`src/rtl/nbe_pkg.sv`:
```
package nbe_pkg;
  typedef enum logic {
    XFER_RD = 1'b0,
    XFER_WR = 1'b1
  } xfer_dir_e;

  localparam int HOST_RD_BYTES = 4;
  localparam int HOST_WR_BYTES = 2;
endpackage

```
`src/rtl/nbe_fifo.sv`:
```
module nbe_fifo #(
  parameter int DEPTH = 64,
  localparam int AW = $clog2(DEPTH),
  localparam int CNT_W = AW + 1
) (
  input  logic             clk,
  input  logic             rst_n,
  input  logic             flush,
  input  logic [1:0]       push_cnt,
  input  logic [15:0]      push_data,
  input  logic [2:0]       pop_cnt,
  output logic [31:0]      pop_data,
  output logic [CNT_W-1:0] count
);
  logic [7:0]    mem [DEPTH];
  logic [AW-1:0] wr_ptr_q, rd_ptr_q;
  logic [CNT_W-1:0] cnt_q;

  always_ff @(posedge clk) begin
    for (int i = 0; i < 2; i++) begin
      if (i < int'(push_cnt)) mem[wr_ptr_q + AW'(i)] <= push_data[8*i +: 8];
    end
  end

  for (genvar g = 0; g < 4; g++) begin : g_head
    assign pop_data[8*g +: 8] = mem[rd_ptr_q + AW'(g)];
  end

  always_ff @(posedge clk or negedge rst_n) begin
    if (!rst_n) begin
      wr_ptr_q <= '0;
      rd_ptr_q <= '0;
      cnt_q    <= '0;
    end else if (flush) begin
      wr_ptr_q <= '0;
      rd_ptr_q <= '0;
      cnt_q    <= '0;
    end else begin
      wr_ptr_q <= wr_ptr_q + AW'(push_cnt);
      rd_ptr_q <= rd_ptr_q + AW'(pop_cnt);
      cnt_q    <= cnt_q + CNT_W'(push_cnt) - CNT_W'(pop_cnt);
    end
  end

  assign count = cnt_q;
endmodule

```
`src/rtl/nbe_dma.sv`:
```
module nbe_dma #(
  parameter int DEPTH = 64,
  parameter int LEN_W = 14,
  localparam int AW = $clog2(DEPTH),
  localparam int CNT_W = AW + 1,
  localparam int FRM_W = LEN_W - AW
) (
  input  logic             clk,
  input  logic             rst_n,
  input  logic             clear,
  input  logic             load,
  input  logic [FRM_W-1:0] frames,
  input  logic             enable,
  input  logic             rd_mode,
  input  logic [CNT_W-1:0] fifo_cnt,
  input  logic [2:0]       host_step,
  output logic             dma_req
);
  logic [FRM_W-1:0] frames_left_q;
  logic             pend_q;
  logic [CNT_W:0]   moved_q;
  logic [CNT_W:0]   moved_nxt;
  logic             req_q;
  logic             at_edge;
  logic             fire;

  assign at_edge   = rd_mode ? (fifo_cnt == CNT_W'(DEPTH)) : (fifo_cnt == '0);
  assign fire      = enable && !pend_q && (frames_left_q != '0) && at_edge;
  assign moved_nxt = moved_q + (CNT_W+1)'(host_step);

  always_ff @(posedge clk or negedge rst_n) begin
    if (!rst_n) begin
      frames_left_q <= '0;
      pend_q        <= 1'b0;
      moved_q       <= '0;
      req_q         <= 1'b0;
    end else if (clear) begin
      frames_left_q <= '0;
      pend_q        <= 1'b0;
      moved_q       <= '0;
      req_q         <= 1'b0;
    end else begin
      req_q <= fire;
      if (load) begin
        frames_left_q <= frames;
        pend_q        <= 1'b0;
        moved_q       <= '0;
      end else if (fire) begin
        frames_left_q <= frames_left_q - 1'b1;
        pend_q        <= 1'b1;
        moved_q       <= '0;
      end else if (pend_q) begin
        if (moved_nxt >= (CNT_W+1)'(DEPTH)) begin
          pend_q  <= 1'b0;
          moved_q <= '0;
        end else begin
          moved_q <= moved_nxt;
        end
      end
    end
  end

  assign dma_req = req_q;
endmodule

```
`src/rtl/nand_buffer_engine.sv`:
```
module nand_buffer_engine #(
  parameter int DEPTH = 64,
  parameter int LEN_W = 14,
  localparam int AW = $clog2(DEPTH),
  localparam int CNT_W = AW + 1
) (
  input  logic        clk,
  input  logic        rst_n,
  input  logic        start,
  input  logic        start_write,
  input  logic        start_dma,
  input  logic [13:0] start_len,
  input  logic        stop,
  output logic        busy,
  output logic        start_err,
  output logic [31:0] status,
  output logic        done,
  output logic        dma_req,
  output logic        hrd_valid,
  input  logic        hrd_ready,
  output logic [31:0] hrd_data,
  input  logic        hwr_valid,
  output logic        hwr_ready,
  input  logic [15:0] hwr_data,
  input  logic        fl_rd_valid,
  output logic        fl_rd_ready,
  input  logic [7:0]  fl_rd_data,
  output logic        fl_wr_valid,
  input  logic        fl_wr_ready,
  output logic [7:0]  fl_wr_data
);
  import nbe_pkg::*;

  logic             busy_q, dma_q, done_seen_q, done_q, err_q;
  xfer_dir_e        dir_q;
  logic [LEN_W-1:0] left_q, host_left_q;
  logic [CNT_W-1:0] fifo_cnt, free_cnt;
  logic [31:0]      head;
  logic             accept, is_rd, finished;
  logic             fl_rd_fire, fl_wr_fire, hrd_fire, hwr_fire;
  logic [1:0]       push_cnt;
  logic [2:0]       pop_cnt, host_step;
  logic [15:0]      push_data;

  assign accept   = start && !busy_q && !stop;
  assign is_rd    = (dir_q == XFER_RD);
  assign free_cnt = CNT_W'(DEPTH) - fifo_cnt;

  assign fl_rd_ready = busy_q && is_rd && (fifo_cnt < CNT_W'(DEPTH)) && (left_q != '0);
  assign fl_wr_valid = busy_q && !is_rd && (fifo_cnt != '0);
  assign hrd_valid   = busy_q && is_rd && (fifo_cnt >= CNT_W'(HOST_RD_BYTES));
  assign hwr_ready   = busy_q && !is_rd && (free_cnt >= CNT_W'(HOST_WR_BYTES))
                       && (host_left_q >= LEN_W'(HOST_WR_BYTES));

  assign fl_rd_fire = fl_rd_valid && fl_rd_ready;
  assign fl_wr_fire = fl_wr_valid && fl_wr_ready;
  assign hrd_fire   = hrd_valid && hrd_ready;
  assign hwr_fire   = hwr_valid && hwr_ready;

  assign push_cnt  = is_rd ? {1'b0, fl_rd_fire} : (hwr_fire ? 2'd2 : 2'd0);
  assign pop_cnt   = is_rd ? (hrd_fire ? 3'd4 : 3'd0) : {2'b00, fl_wr_fire};
  assign host_step = hrd_fire ? 3'(HOST_RD_BYTES) : (hwr_fire ? 3'(HOST_WR_BYTES) : 3'd0);
  assign push_data = is_rd ? {8'h00, fl_rd_data} : hwr_data;
  assign finished  = busy_q && (left_q == '0) && (fifo_cnt == '0) && (host_left_q == '0);

  nbe_fifo #(.DEPTH(DEPTH)) u_fifo (
    .clk(clk), .rst_n(rst_n), .flush(stop || accept),
    .push_cnt(push_cnt), .push_data(push_data),
    .pop_cnt(pop_cnt), .pop_data(head), .count(fifo_cnt)
  );

  nbe_dma #(.DEPTH(DEPTH), .LEN_W(LEN_W)) u_dma (
    .clk(clk), .rst_n(rst_n), .clear(stop), .load(accept),
    .frames(start_len[LEN_W-1:AW]), .enable(busy_q && dma_q),
    .rd_mode(is_rd), .fifo_cnt(fifo_cnt), .host_step(host_step),
    .dma_req(dma_req)
  );

  always_ff @(posedge clk or negedge rst_n) begin
    if (!rst_n) begin
      busy_q      <= 1'b0;
      dir_q       <= XFER_RD;
      dma_q       <= 1'b0;
      left_q      <= '0;
      host_left_q <= '0;
      done_seen_q <= 1'b0;
      done_q      <= 1'b0;
      err_q       <= 1'b0;
    end else begin
      err_q  <= start && busy_q;
      done_q <= 1'b0;
      if (stop) begin
        busy_q      <= 1'b0;
        left_q      <= '0;
        host_left_q <= '0;
        done_seen_q <= 1'b0;
      end else if (accept) begin
        busy_q      <= 1'b1;
        dir_q       <= xfer_dir_e'(start_write);
        dma_q       <= start_dma;
        left_q      <= start_len;
        host_left_q <= start_len;
        done_seen_q <= 1'b0;
      end else if (busy_q) begin
        left_q      <= left_q - LEN_W'(fl_rd_fire || fl_wr_fire);
        host_left_q <= host_left_q - LEN_W'(host_step);
        if (finished && !done_seen_q) begin
          done_q      <= 1'b1;
          done_seen_q <= 1'b1;
        end
      end
    end
  end

  always_comb begin
    status = '0;
    status[LEN_W-1:0] = left_q;
    if (busy_q) status[24 +: CNT_W] = is_rd ? fifo_cnt : free_cnt;
  end

  assign busy       = busy_q;
  assign start_err  = err_q;
  assign done       = done_q;
  assign hrd_data   = head;
  assign fl_wr_data = head[7:0];
endmodule

```
`config.mk`:
```
export PLATFORM = sky130hd
export DESIGN_NAME = nand_buffer_engine
export DESIGN_NICKNAME = d
export VERILOG_FILES = /design/src/rtl/nbe_pkg.sv /design/src/rtl/nbe_fifo.sv /design/src/rtl/nbe_dma.sv /design/src/rtl/nand_buffer_engine.sv
export SDC_FILE = /design/constraint.sdc
export NUM_CORES = 2
export LEC_CHECK = 0
export BUFFER_PORTS_ARGS = -buffer_cell sky130_fd_sc_hd__buf_4
export CAP_MARGIN = 20
export CORE_ASPECT_RATIO = 0.7
export CORE_MARGIN = 2
export CORE_UTILIZATION = 60
export CTS_CLUSTER_SIZE = 25
export DETAILED_ROUTE_END_ITERATION = 10
export HOLD_SLACK_MARGIN = 0.06
export PLACE_DENSITY = 0.79
export SETUP_SLACK_MARGIN = 0.1
export SYNTH_ARGS = -nofsm -noshare
export SYNTH_HDL_FRONTEND = slang
export SYNTH_HIERARCHICAL = 1
export SYNTH_SLANG_ARGS = --single-unit
```
`constraint.sdc`:
```
create_clock -name clk -period 13 [get_ports clk]
set_input_delay 0 -clock clk [delete_from_list [all_inputs] [get_ports clk]]
set_output_delay 0 -clock clk [all_outputs]
set_load 0.005 [all_outputs]
```
==> flow_metrics.tcl <==
set metrics [dict create \
    worst-setup-path-type "flip-flop to primary output" \
    clk_latency_ps 690 \
    p_per_area_nw_per_um2 114.3 \
    via_count 36260 \
    rrSetupSlack_ps 7880 \
    drc 0 \
    initial_core_util_pct 60.94 \
    core_region_area_um2 73630 \
    dieArea_um2 77030 \
    grt-ovfl-total 0 \
    holdPathStages 4 \
    gp_congestion 1.079 \
    netlist.area_leader.share_pct 34.26 \
    routedWlPerCell_um 42.54 \
    cts_resized 0 \
    cts_buffer_depth 3 \
    async_flop_share_pct 12.18 \
    peakVddDrop_mv 0.1479 \
    num_rows 83 \
    wl_met3_um 38460 \
    slew_headroom_pct 11.85 \
    period_share_pct 49.92 \
    ys_types 102 \
    track_usage_pct 47.90 \
    drt_iter0_drc 7358 \
    clock_skew_ps 27.85 \
    io-pin-count 128 \
    cp-end-kind "primary output" \
    die_h_um 232.8 \
    first_pass_iters 7 \
    cts_buffers 60 \
    synth_seq_area_share_pct 38.22 \
    wl_met1_um 64760 \
    viasPerCell 8.332 \
    fmax_mhz 154.1 \
    yosys-top-cells-area "edfxtp_1 (34%), mux4_2 (24%), mux2_2 (13%)" \
    grt_pass1_vias 33510 \
    port_buffers 116 \
    power_w 0.005549 \
    synth_edf_count 512 \
    status "finished clean" \
    finalCriticalPeriod_ps 6489 \
    cts-root-buf "clkbuf_16" \
    max_cap_violations 0 \
    hold_end "dir_q" \
    avgSynthCellArea_um2 13.42 \
    h-tree-depth 2 \
    clock-sinks 583 \
    cts-hold-fix-buffers 27 \
    crit_required_ps 13000 \
    start_kind "flip-flop" \
    drive_gt1_share_pct 41.80 \
    top_layer "met5" \
    min_from "start_write" \
    ys.flop_type "edfxtp_1" \
    reg2reg_depth 11 \
    total_leakage_power_nw 15.82 \
    final_core_util_pct 65.95 \
    ys_ff_latch 583 \
    ys_warn_count 6 \
    dp_hpwl_um 126000 \
    worst_pin_slew_ps 1316 \
    whs_ps 124.1 \
    cts_setup_buffers 0 \
    cts_tree "yes" \
    rr_endpoint "u_fifo/mem[43][3]" \
    antenna_found_initial 8 \
    grt_max_degree 135 \
    rsz0062_at_grt "false" \
    synth_top_area_cell "edfxtp_1" \
    ant_nets 0 \
    tns_ps 0 \
    die_w_um 330.9 \
    r2r-start "u_fifo/count[1]" \
    num-nets-final 3400 \
    critPathMaxFanout 58 \
    finalSetupViolations 0 \
    wl_met2_um 71450 \
    hold_violations 0 \
    grt_pass1_wl_um 257500 \
    clk_pin_slew_ps 70 \
    postRouteWirelength_um 185100 \
    area_growth_pct 8.220 \
    synth_area_um2 44870 \
    arrival_ps 6490 \
    min_path_type "primary input to flip-flop" \
    report.final.slew_viol_count 0 \
    syn_inst 3344 \
]
[logic make-up after synthesis]
group | count (synthesis) | synth area share, %
AO/OA/AOI/OAI | 416 | 6.263
XOR/XNOR | 55 | 1.283
adder cells (fa/ha/maj) | 35 | 1.076
buffers and inverters | 401 | 4.695
flip-flops | 583 | 38.22
multiplexers | 1172 | 40.76
other | 1 | 0.008357
AND/OR/NAND/NOR | 681 | 7.693
[layout by cell type (no fill, tap or decap), types with 22 or more instances in the layout]
master,synthesis,final
edfxtp_1,512,512
mux2_2,501,504
mux4_2,470,470
nand2_1,255,255
buf_4,53,209
mux2i_1,172,172
nor2_1,109,106
o21ai_0,78,75
dfrtp_1,71,68
a21oi_1,65,65
clkbuf_16,0,62
nand3_1,55,55
o22ai_1,55,53
nor2b_1,51,51
nor3_1,39,35
inv_1,34,34
a211oi_1,33,33
xnor2_1,31,28
dlygate4sd3_1,0,28
ha_1,29,27
o21ai_1,22,25
a221oi_1,23,23
nor4_1,22,22
[sequential cells by signal, indices dropped and copies added, names as in the netlist]
register / flops
start_err: 1
u_fifo/wr_ptr_q: 6
busy: 1
u_fifo/rd_ptr_q: 6
dir_q: 1
dma_q: 1
u_fifo/count: 7
done: 1
u_dma/pend_q: 1
left_q: 14
u_dma/dma_req: 1
u_fifo/mem: 512
done_seen_q: 1
u_dma/frames_left_q: 8
u_dma/moved_q: 8
host_left_q: 14
[worst max-delay path: stages, from the launching register on]
cell and delay [ps]:
dfrtp_4 860, inv_2 40, buf_4 340, ha_4 680, buf_4 810, buf_4 770
mux4_2 590, o31ai_1 820, o32ai_1 230, a41o_1 360, buf_4 170
[where the power goes]
part / internal [W] / leakage [nW] / switching [W] / total [W]
clock: 0.00102 / 0.981 / 0.000813 / 0.00183
sequential: 0.00210 / 5.55 / 0.0000610 / 0.00217
combinational: 0.000650 / 9.29 / 0.000901 / 0.00155
total: 0.00377 / 15.8 / 0.00178 / 0.00555
[how the worst max path moves through the flow]
| stage | start | endpoint |
|---|---|---|
| floorplan | u_fifo/count[1] | u_fifo/count[6] |
| global placement | u_fifo/rd_ptr_q[0] | hrd_data[12] |
| detailed placement | u_fifo/rd_ptr_q[0] | hrd_data[15] |
| CTS | u_fifo/rd_ptr_q[0] | hrd_data[15] |
| global route | u_fifo/rd_ptr_q[0] | hrd_data[5] |
| finish | u_fifo/rd_ptr_q[0] | hrd_data[12] |
[per-stage QoR]
stage / instances / setup WS [ps] / area, um^2
global route: 4343 / 6483 / 48540
finish: 4352 / 6511 / 48560
global placement: 4178 / 7752 / 46020
floorplan: 3358 / 8884 / 44930
detailed placement: 4191 / 7682 / 46120
CTS: 4329 / 6968 / 48400
[synthesized netlist by cell type (all sizes together), types with 51 or more instances]
cell type	number
mux2i	172
dfrtp	71
mux4	471
edfxtp	512
mux2	529
clkbuf	154
nor2b	51
o21ai	100
buf	207
nand3	56
a21oi	66
o22ai	59
nor2	126
nand2	264
[layer usage]
layer,vias to the layer above,GRT usage (%)
met2,4012,61.94
met1,18150,64.48
met3,722,29.75
met4,22,16.90
met5,-,5.115
li1,13360,-
[area by class of cell]
class	count	area, um^2
Multi-Input combinational cell	2374	25900
Fill cell	5333	25070
Sequential cell	583	17160
Timing Repair Buffer	258	2100
Clock buffer	71	1605
Tap cell	977	1222
Clock inverter	40	400.4
Inverter	40	150.1
Antenna cell	9	22.52
No activity file was read; power rests on OpenSTA's default activity.
